## src/rtl/irq_dispatch_pkg.sv

```systemverilog
package irq_dispatch_pkg;

    localparam int LVL_W       = 4;
    localparam int PS_LVL_LSB  = 0;
    localparam int PS_EXCM_BIT = 4;
    localparam int PS_UM_BIT   = 5;

    typedef enum logic [2:0] {
        PATH_NONE,
        PATH_HIGH,
        PATH_USER,
        PATH_KERNEL,
        PATH_DOUBLE
    } path_e;

    typedef struct packed {
        path_e             path;
        logic [LVL_W-1:0]  level;
    } decision_t;

    function automatic logic is_level1(input path_e p);
        return (p == PATH_USER) || (p == PATH_KERNEL) || (p == PATH_DOUBLE);
    endfunction

endpackage

```

## src/rtl/irq_decide.sv

```systemverilog
module irq_decide
    import irq_dispatch_pkg::*;
#(
    parameter int XLEN   = 32,
    parameter int NLEVEL = 6,
    parameter int NINT   = 32
) (
    input  logic                   req,
    input  logic [LVL_W-1:0]       level,
    input  logic [NINT-1:0]        raised,
    input  logic [NINT-1:0]        enabled,
    input  logic [NLEVEL*NINT-1:0] masks,
    input  logic [XLEN-1:0]        ps,
    output decision_t              dec
);
    logic [NINT-1:0] sel_mask;
    logic            above, in_range, hit, accept;

    always_comb begin
        sel_mask = '0;
        for (int l = 1; l <= NLEVEL; l++) begin
            if (level == LVL_W'(l)) sel_mask = masks[(l-1)*NINT +: NINT];
        end
    end

    assign above    = level > ps[PS_LVL_LSB +: LVL_W];
    assign in_range = 32'(level) <= NLEVEL;
    assign hit      = |(sel_mask & raised & enabled);
    assign accept   = req && above && in_range && hit;

    always_comb begin
        dec.level = level;
        if (!accept)               dec.path = PATH_NONE;
        else if (level > 4'd1)     dec.path = PATH_HIGH;
        else if (ps[PS_EXCM_BIT])  dec.path = PATH_DOUBLE;
        else if (ps[PS_UM_BIT])    dec.path = PATH_USER;
        else                       dec.path = PATH_KERNEL;
    end
endmodule

```

## src/rtl/irq_vector.sv

```systemverilog
module irq_vector
    import irq_dispatch_pkg::*;
#(
    parameter int              XLEN        = 32,
    parameter bit              RELOC       = 1'b1,
    parameter logic [XLEN-1:0] DEF_VECBASE = 32'h4000_0000,
    parameter logic [XLEN-1:0] HIGH_OFF    = 32'h180,
    parameter logic [XLEN-1:0] STRIDE      = 32'h40,
    parameter logic [XLEN-1:0] KERN_OFF    = 32'h300,
    parameter logic [XLEN-1:0] USER_OFF    = 32'h340,
    parameter logic [XLEN-1:0] DBL_OFF     = 32'h3C0
) (
    input  decision_t       dec,
    input  logic [XLEN-1:0] vec_base,
    output logic [XLEN-1:0] target
);
    logic [XLEN-1:0] offset, default_vec;

    always_comb begin
        unique case (dec.path)
            PATH_HIGH:   offset = HIGH_OFF + STRIDE * (XLEN'(dec.level) - XLEN'(2));
            PATH_USER:   offset = USER_OFF;
            PATH_DOUBLE: offset = DBL_OFF;
            default:     offset = KERN_OFF;
        endcase
    end

    assign default_vec = DEF_VECBASE + offset;

    generate
        if (RELOC) begin : g_reloc
            assign target = default_vec - DEF_VECBASE + vec_base;
        end else begin : g_fixed
            assign target = default_vec;
        end
    endgenerate
endmodule

```

## src/rtl/irq_savebank.sv

```systemverilog
module irq_savebank
    import irq_dispatch_pkg::*;
#(
    parameter int XLEN     = 32,
    parameter int NLEVEL   = 6,
    parameter bit HAS_DEPC = 1'b1,
    parameter int EXC_W    = 6,
    parameter int L1_CAUSE = 4
) (
    input  logic                       clk,
    input  logic                       rst,
    input  decision_t                  dec,
    input  logic [XLEN-1:0]            pc_in,
    input  logic [XLEN-1:0]            ps_in,
    output logic [NLEVEL*XLEN-1:0]     epc_out,
    output logic [(NLEVEL-1)*XLEN-1:0] eps_out,
    output logic [XLEN-1:0]            depc_out,
    output logic [EXC_W-1:0]           exc_cause
);
    logic l1_to_epc;
    assign l1_to_epc = (dec.path == PATH_USER) || (dec.path == PATH_KERNEL) ||
                       ((dec.path == PATH_DOUBLE) && !HAS_DEPC);

    generate
        for (genvar l = 1; l <= NLEVEL; l++) begin : g_epc
            logic wr;
            if (l == 1) begin : g_one
                assign wr = l1_to_epc;
            end else begin : g_hi
                assign wr = (dec.path == PATH_HIGH) && (dec.level == LVL_W'(l));
            end
            always_ff @(posedge clk) begin
                if (rst)     epc_out[(l-1)*XLEN +: XLEN] <= '0;
                else if (wr) epc_out[(l-1)*XLEN +: XLEN] <= pc_in;
            end
        end

        for (genvar l = 2; l <= NLEVEL; l++) begin : g_eps
            always_ff @(posedge clk) begin
                if (rst)
                    eps_out[(l-2)*XLEN +: XLEN] <= '0;
                else if ((dec.path == PATH_HIGH) && (dec.level == LVL_W'(l)))
                    eps_out[(l-2)*XLEN +: XLEN] <= ps_in;
            end
        end

        if (HAS_DEPC) begin : g_depc
            always_ff @(posedge clk) begin
                if (rst)                          depc_out <= '0;
                else if (dec.path == PATH_DOUBLE) depc_out <= pc_in;
            end
        end else begin : g_nodepc
            assign depc_out = '0;
        end
    endgenerate

    always_ff @(posedge clk) begin
        if (rst)                     exc_cause <= '0;
        else if (is_level1(dec.path)) exc_cause <= EXC_W'(L1_CAUSE);
    end
endmodule

```

## src/rtl/irq_dispatch.sv

```systemverilog
module irq_dispatch
    import irq_dispatch_pkg::*;
#(
    parameter int              XLEN        = 32,
    parameter int              NLEVEL      = 6,
    parameter int              NINT        = 32,
    parameter bit              HAS_DEPC    = 1'b1,
    parameter bit              RELOC       = 1'b1,
    parameter logic [XLEN-1:0] DEF_VECBASE = 32'h4000_0000,
    parameter int              EXC_W       = 6,
    parameter int              L1_CAUSE    = 4
) (
    input  logic                       clk,
    input  logic                       rst,
    input  logic                       irq_req,
    input  logic [3:0]                 irq_level,
    input  logic [NINT-1:0]            int_raised,
    input  logic [NINT-1:0]            int_enabled,
    input  logic [NLEVEL*NINT-1:0]     level_masks,
    input  logic [XLEN-1:0]            ps_in,
    input  logic [XLEN-1:0]            pc_in,
    input  logic [XLEN-1:0]            vec_base,
    output logic [XLEN-1:0]            ps_out,
    output logic [XLEN-1:0]            pc_out,
    output logic [NLEVEL*XLEN-1:0]     epc_out,
    output logic [(NLEVEL-1)*XLEN-1:0] eps_out,
    output logic [XLEN-1:0]            depc_out,
    output logic [EXC_W-1:0]           exc_cause,
    output logic                       taken
);
    decision_t       dec;
    logic [XLEN-1:0] target, ps_next;

    irq_decide #(.XLEN(XLEN), .NLEVEL(NLEVEL), .NINT(NINT)) u_decide (
        .req(irq_req), .level(irq_level), .raised(int_raised),
        .enabled(int_enabled), .masks(level_masks), .ps(ps_in), .dec(dec)
    );

    irq_vector #(.XLEN(XLEN), .RELOC(RELOC), .DEF_VECBASE(DEF_VECBASE)) u_vector (
        .dec(dec), .vec_base(vec_base), .target(target)
    );

    irq_savebank #(.XLEN(XLEN), .NLEVEL(NLEVEL), .HAS_DEPC(HAS_DEPC),
                   .EXC_W(EXC_W), .L1_CAUSE(L1_CAUSE)) u_save (
        .clk(clk), .rst(rst), .dec(dec), .pc_in(pc_in), .ps_in(ps_in),
        .epc_out(epc_out), .eps_out(eps_out), .depc_out(depc_out),
        .exc_cause(exc_cause)
    );

    always_comb begin
        ps_next = ps_in;
        if (dec.path == PATH_HIGH) begin
            ps_next[PS_LVL_LSB +: LVL_W] = dec.level;
            ps_next[PS_EXCM_BIT]         = 1'b1;
        end else if (is_level1(dec.path)) begin
            ps_next[PS_EXCM_BIT]         = 1'b1;
        end
    end

    always_ff @(posedge clk) begin
        if (rst) begin
            ps_out <= '0;
            pc_out <= '0;
            taken  <= 1'b0;
        end else begin
            ps_out <= ps_next;
            pc_out <= (dec.path == PATH_NONE) ? pc_in : target;
            taken  <= dec.path != PATH_NONE;
        end
    end
endmodule

```

## config.mk

```make
export PLATFORM = sky130hd
export DESIGN_NAME = irq_dispatch
export DESIGN_NICKNAME = d
export VERILOG_FILES = /design/src/rtl/irq_dispatch_pkg.sv /design/src/rtl/irq_decide.sv /design/src/rtl/irq_vector.sv /design/src/rtl/irq_savebank.sv /design/src/rtl/irq_dispatch.sv
export SDC_FILE = /design/constraint.sdc
export NUM_CORES = 1
export LEC_CHECK = 0
export ABC_AREA = 1
export BUFFER_PORTS_ARGS = -buffer_cell sky130_fd_sc_hd__buf_4
export CELL_PAD_IN_SITES_DETAIL_PLACEMENT = 1
export CELL_PAD_IN_SITES_GLOBAL_PLACEMENT = 2
export CORE_AREA = 2 2 316 318
export DETAILED_ROUTE_END_ITERATION = 8
export DIE_AREA = 0 0 318 320
export PLACE_DENSITY = 0.68
export SETUP_SLACK_MARGIN = 0.05
export SLEW_MARGIN = 5
export SYNTH_ARGS = -nofsm -noshare
export SYNTH_HDL_FRONTEND = slang
export SYNTH_SLANG_ARGS = --single-unit
```

## constraint.sdc

```tcl
create_clock -name clk -period 4.1 [get_ports clk]
set_clock_uncertainty 0.15 [all_clocks]
set_input_delay 0.41 -clock clk [delete_from_list [all_inputs] [get_ports clk]]
set_output_delay 0.41 -clock clk [all_outputs]
set_load 0.02 [all_outputs]
```

# [Word level (Yosys, flattened, before mapping)]
# Index checks and enable logic that the tools add are counted.
[classes] add_sub_neg=5 magnitude_cmp=3 n_eq_ne=10 mux=15 bitwise=2 reduce_logical=13
[op_table] operator="32-bit 2-to-1 mux" count=7
[op_table] operator="32-bit case mux with 3 select lines" count=1
[op_table] operator="32-bit bitwise AND" count=2
[op_table] operator="31-bit by 32-bit adder with 32-bit output, first input constant" count=1
[op_table] operator="32-bit adder" count=1
[op_table] operator="9-bit by 32-bit adder with 32-bit output, first input constant" count=1
[op_table] operator="32-bit OR reduction" count=1
[op_table] operator="32-bit by 31-bit subtractor with 32-bit output, second input constant" count=1
[op_table] operator="4-bit by 3-bit == test with 1-bit output, second input constant" count=3
[op_table] operator="3-bit 2-to-1 mux" count=3
[op_table] operator="4-bit by 2-bit == test with 1-bit output, second input constant" count=2
[op_table] operator="1-bit logical AND" count=8
[op_table] operator="3-bit by 2-bit == test with 1-bit output, second input constant" count=2
[op_table] operator="4-bit by 2-bit subtractor with 5-bit output, second input constant" count=1
[op_table] operator="4-bit by 1-bit == test with 1-bit output, second input constant" count=1
[op_table] operator="4-bit by 1-bit > comparator with 1-bit output, second input constant" count=1
[op_table] operator="4-bit > comparator" count=1
[op_table] operator="4-bit by 3-bit <= comparator with 1-bit output, second input constant" count=1
[op_table] operator="4-bit 2-to-1 mux" count=1
[op_table] operator="3-bit by 1-bit == test with 1-bit output, second input constant" count=1
[op_table] operator="3-bit == test, second input constant" count=1
[op_table] operator="3-bit zero test" count=1
[op_table] operator="1-bit 2-to-1 mux" count=3
[op_table] operator="3-bit nonzero test" count=1
[op_table] operator="1-bit logical OR" count=2
[totals] ff_bits=450 inputBits=359 word_cells=64

# [Depth between registers and ports, before layout]
[logic_depth] ltp_word=18 depth_mapped=34 ltp_nobuf=32

# [Hierarchy]
# A second synthesis with hierarchy kept.
[hier_totals] cells_unflattened=3328 hier_area_um2=22084.9
[modules_own_cells] module="irq_savebank" n_inst=1 cells_each=2088 area_each_um2=15138.3 seq_area_each_um2=7707.4
[modules_own_cells] module="irq_decide" n_inst=1 cells_each=522 area_each_um2=2471.1 seq_area_each_um2=0.0
[modules_own_cells] module="irq_dispatch" n_inst=1 cells_each=331 area_each_um2=2463.6 seq_area_each_um2=1301.2
[modules_own_cells] module="irq_vector" n_inst=1 cells_each=387 area_each_um2=2011.9 seq_area_each_um2=0.0

# [Worst setup path before layout]
# No wires, ideal clock.
[synth_path] kind="input-to-reg" start="input port irq_level[2]" end="register pc_out[30]" arrival_ns=4.151 required_ns=3.822 slack_ns=-0.329 cell_stages=32 n_path_buf=3 cell_sequence="inv_2 > ha_1 > buf_2 > nand2_1 > nor2_2 > buf_4 > nand2_1 > nand3_1 > nand2_1 > nand3b_1 > nand2_1 > nand2_1 > nor2_1 > nand2_1 > nor2_1 > nand2_2 > nand2_2 > clkbuf_1 > o21ai_0 > ha_1 > fa_1 > nand3_1 > nand2_1 > nand3_1 > o2111ai_1 > a21oi_1 > o21ai_0 > nand3_1 > nand2_1 > a21oi_1 > xor2_1 > a21oi_1"
[synth_between] elab_chain_cells=18 elab_cells_between_ends=34 classes_between="add/sub (5); order compare (3); eq/ne (9); mux (10); bitwise (2); reduce/logical (5)"
[synth_lines] element="start: declaration" line_no="irq_dispatch.sv:16" source="input logic [3:0] irq_level,"
[synth_lines] element="4-bit by 1-bit == test with 1-bit output" line_no="irq_decide.sv:22" source="if (level == LVL_W'(l)) sel_mask = masks[(l-1)*NINT +: NINT];"
[synth_lines] element="32-bit 2-to-1 mux (6 in a row)" line_no="irq_decide.sv:22"
[synth_lines] element="32-bit bitwise AND (2 in a row)" line_no="irq_decide.sv:28" source="assign hit = |(sel_mask & raised & enabled);"
[synth_lines] element="32-bit OR reduction" line_no="irq_decide.sv:28"
[synth_lines] element="1-bit logical AND" line_no="irq_decide.sv:29" source="assign accept = req && above && in_range && hit;"
[synth_lines] element="3-bit 2-to-1 mux" line_no="irq_decide.sv:33" source="if (!accept) dec.path = PATH_NONE;"
[synth_lines] element="3-bit == test, or another cell as far along"
[synth_lines] element="32-bit case mux with 3 select lines" line_no="irq_vector.sv:20" source="unique case (dec.path)"
[synth_lines] element="31-bit by 32-bit adder with 32-bit output" line_no="irq_vector.sv:28" source="assign default_vec = DEF_VECBASE + offset;"
[synth_lines] element="32-bit by 31-bit subtractor with 32-bit output" line_no="irq_vector.sv:32" source="assign target = default_vec - DEF_VECBASE + vec_base;"
[synth_lines] element="32-bit adder" line_no="irq_vector.sv:32"
[synth_lines] element="32-bit 2-to-1 mux *" line_no="irq_dispatch.sv:67" source="pc_out <= (dec.path == PATH_NONE) ? pc_in : target;"
[synth_lines] element="end signal: assignment" line_no="irq_dispatch.sv:67"
[synth_lines] element="end: declaration" line_no="irq_dispatch.sv:24" source="output logic [XLEN-1:0] pc_out,"
# Mark *: on every way between the ends. The rest lies on a longest branch, timed or not.
# A chain may end at the register's enable or synchronous reset.

# [Final worst setup path]
[layout_path] start="input port ps_in[0]" end="register pc_out[25]"
[layout_between] elab_chain_cells=11 elab_cells_between_ends=14 classes_between="add/sub (3); order compare (1); eq/ne (3); mux (3); reduce/logical (4)"
[layout_lines] element="start: declaration" line_no="irq_dispatch.sv:20" source="input logic [XLEN-1:0] ps_in,"
[layout_lines] element="4-bit > comparator *" line_no="irq_decide.sv:26" source="assign above = level > ps[PS_LVL_LSB +: LVL_W];"
[layout_lines] element="1-bit logical AND * (3 in a row)" line_no="irq_decide.sv:29"
[layout_lines] element="3-bit 2-to-1 mux *" line_no="irq_decide.sv:33"
[layout_lines] element="3-bit == test, or another cell as far along"
[layout_lines] element="32-bit case mux with 3 select lines" line_no="irq_vector.sv:20"
[layout_lines] element="31-bit by 32-bit adder with 32-bit output" line_no="irq_vector.sv:28"
[layout_lines] element="32-bit by 31-bit subtractor with 32-bit output" line_no="irq_vector.sv:32"
[layout_lines] element="32-bit adder" line_no="irq_vector.sv:32"
[layout_lines] element="32-bit 2-to-1 mux *" line_no="irq_dispatch.sv:67"
# Marked as above.

==> impl_results.md <==
* Status: completed
* Setup crit start kind: input port
* Die X at 318 um
* Area delta synth->final at 60.9%
* Main combinational cell family by area after synthesis: simple AND/OR/NAND/NOR gates
* Post-synth EDFFs at 0
* Fin crit period at 3.85 ns
* CP required at 4.45 ns
* Seq cells post-synth at 450
* Area of the core at 0.0980 mm^2
* GPL Wtd Cong at 0.832
* Tightest Pin Transition at 0.930 ns
* Crit path DAT at 4.20 ns
* Worst path bufs/invs at 3
* Global router's overall resource usage at 0.203
* Worst-path maximum fanout at 6
* Fillers at 11,821
* Maximum clock rate at 260 MHz
* Final wirelength at 109,000 um
* Num CTS Buffers at 54
* Die height at 320 um
* Power Total at 11.1 mW
* I/O pin count at 814
* Wire per inst at 22.9 um
* Synth cell types at 37
* Die area at 0.102 mm^2
* H-tree depth at 2
* Crit end category: flop
* VDD IR-drop max at 0.332 mV
* Asr flop ratio synth at 0
* Pleak at 14.0 nW
* Most Frequent Cell on Critical Path: nor2_1
* PortBufs at 808
* Endpoints failing hold at 0
* Largest stage delay on the critical path at 0.60 ns
* Clock root buffer: clkbuf_16
* Final Cycle Share at 0.938
* Clk slew on worst S/H paths at 0.06 ns
* Mapped Cells at 2,515
* Row count at 115
* 1st-iter DRT viols at 1,023
* Synth Area in Adders at 0.0250
* Crit Path Class: in2reg
* Synth Area in XOR/XNOR at 0.0107
* Final setup vio count at 0
* Syn Area/Cell at 7.47 um^2
* Ys flop type: dfxtp_1
* Final ANT Viol Nets at 0
* Clk buf depth at 3
* Pwr Density at 367 mW/mm^2
* Pin count of the biggest net entering global routing at 131
* Critical Path Slowest Stage Cell: dlygate4sd3_1
* CTS tree: built
* Initial antenna violation count at 11
* Min-delay worst type: in2reg
* Final Max Slew Viols at 0
* Ratio of cells with drive above 1 in the final layout at 0.333
* Max_cap viols at 0
* RSZ-0062 raised after global routing: true
* Synthesized area at 0.0188 mm^2
* CTS Sinks at 450
* Yosys warnings at 0
* Register area share after synthesis at 0.479
* Vias/cell at 4.42
* Starting Density at 0.192
* DRT Pass-1 Iters at 5
* Setup TNS at 0 ns
* Fin nets at 3,832
* First-pass GRT wire length at 153,000 um
* Mux contribution to synthesized area at 0
* Clk_lat worst skew at 0.63 ns
* Synth Area in Compound Gates at 0.194
* Vias in the first global route at 21,280
* Synth Area in Simple Gates at 0.213
* Vias at 21,114
* Dpl hpwl at 81,100 um
* Crit-path cells: dlygate4sd3_1, buf_6, ha_1, nand2_1, nor2_1, a21oi_1, nand4_1, inv_2, nand3_4, nor2_4, o21ai_1, ha_1, a21o_1, a31oi_1, o21ai_1, a21oi_1, o21ai_2, a21oi_2, o21ai_0, xor2_1, nor2_1, nor2_1
* DRC violations left at 0
* Top Family by Delay on Critical Path: compound AO/OA/AOI/OAI gates
* Slew HR at 0.380
* Grt ovf at 0
* Fin util at 0.309
[cells in the mapped netlist, types with 3 or more instances]
library cell  count  area [um^2]
o21ai_1          24          120
buf_6             3         33.8
a21oi_1         316         1580
xor2_1           13          114
a31oi_1           3         18.8
o211ai_1         32          240
buf_4            13         97.6
nor2_2            8         50.1
inv_2             8         30.0
nand2_2           3         18.8
a21o_1            4         30.0
nand4_1          19          119
nor2_1          399         1500
nand3_1         184          921
nor3_1            9         45.0
ha_1             36          450
buf_2            67          335
clkbuf_1         98          368
o21ai_0         319         1600
buf_1             7         26.3
nand2_1         306         1150
inv_1           150          563
nand3b_1         18          135
xnor2_1          10         87.6
o21a_1            3         22.5
dfxtp_1         450         9010
[layout make-up]
class	instances	area (um^2)	area share
clock inverter	21	357	0.0118
inverter	159	622	0.0206
clock buffer	77	1560	0.0515
timing repair buffer	1045	8370	0.277
tap	1287	1610	0.0533
multi-input combinational	1726	8690	0.287
antenna	8	20.0	0.000662
sequential	450	9010	0.298
[metrics by stage]
| stage | instances | setup slack [ns] | area, um^2 | hold slack [ns] |
|---|---|---|---|---|
| after floorplan | 2523 | 0.0509 | 18900 | 0.370 |
| after global placement | 4589 | -0.513 | 27200 | 0.282 |
| after detailed placement | 4589 | -0.660 | 27200 | 0.290 |
| after CTS | 4748 | 0.111 | 29700 | 0.000702 |
| after global routing | 4772 | -0.0358 | 30200 | 0.0245 |
| final | 4773 | 0.253 | 30200 | 0.0435 |
[sequential cells by signal (all words and copies together), names as in the netlist]
| register | flops |
|---|---|
| pc_out | 32 |
| u_save.eps_out | 160 |
| u_save.epc_out | 192 |
| u_save.depc_out | 32 |
| ps_out | 32 |
| taken | 1 |
| u_save.exc_cause | 1 |
[per-layer routing]
| layer | global-route usage | up-vias | share of wire |
|---|---|---|---|
| met5 | 0 | - | 0.000092 |
| met4 | 0.0526 | 2 | 0.022 |
| met3 | 0.0469 | 104 | 0.059 |
| met2 | 0.357 | 666 | 0.49 |
| met1 | 0.248 | 10149 | 0.43 |
| li1 | - | 10193 | - |
[layout by cell type (no fill, tap or decap), types with 12 or more instances in the layout]
cell / instances
nand3_1: 175
nor2_1: 390
xor2_1: 13
dfxtp_1: 450
nand2_1: 288
nand2_2: 17
nand4_1: 19
ha_1: 31
nor2_4: 12
clkinv_2: 12
a21oi_1: 310
o211ai_1: 32
clkbuf_16: 58
clkbuf_8: 12
buf_12: 22
o21ai_0: 308
dlygate4sd3_1: 61
nand3b_1: 18
buf_4: 950
o21ai_1: 30
inv_1: 145
[worst paths after layout]
kind | from | slack (ns) | cells past startpoint | end
max | ps_in[0] | 0.25 | 22 | pc_out[25]$_SDFF_PP0_
min | pc_in[22] | 0.04 | 3 | u_save.depc_out[22]$_SDFFE_PP0N_
max reg2reg | u_save.epc_out[61]$_SDFFE_PP0P_ | 3.06 | 2 | u_save.epc_out[61]$_SDFFE_PP0P_
min reg2reg | u_save.epc_out[182]$_SDFFE_PP0P_ | 0.30 | 2 | u_save.epc_out[182]$_SDFFE_PP0P_
[repair_timing]
action                                 4_1_cts  5_1_grt
pin swaps                                    2       35
setup buffers                                0       13
resized for setup                            2       73
cloned                                       0        4
hold buffers                                61        0
setup endpoints to repair                    4       13
endpoints found under the hold margin      229        0
[cell families after synthesis]
kind of cell             count (synthesis)
AND/OR/NAND/NOR                        952
AO/OA/AOI/OAI                          705
flip-flops                             450
buffers and inverters                  347
adder cells (fa/ha/maj)                 37
XOR/XNOR                                23
other                                    1
[worst min-delay path, cell delays in order]
cell	delay [ns]
buf_4	0.19
nand3_1	0.10
a21oi_1	0.06
[power by group]
group	total, mW	internal [mW]	switching (mW)	leakage, nW
clock network	5.22	3.15	2.07	0.945
registers	4.47	4.44	0.0278	3.64
logic	1.40	0.597	0.804	9.44
Power figures use the tool's default switching activity.
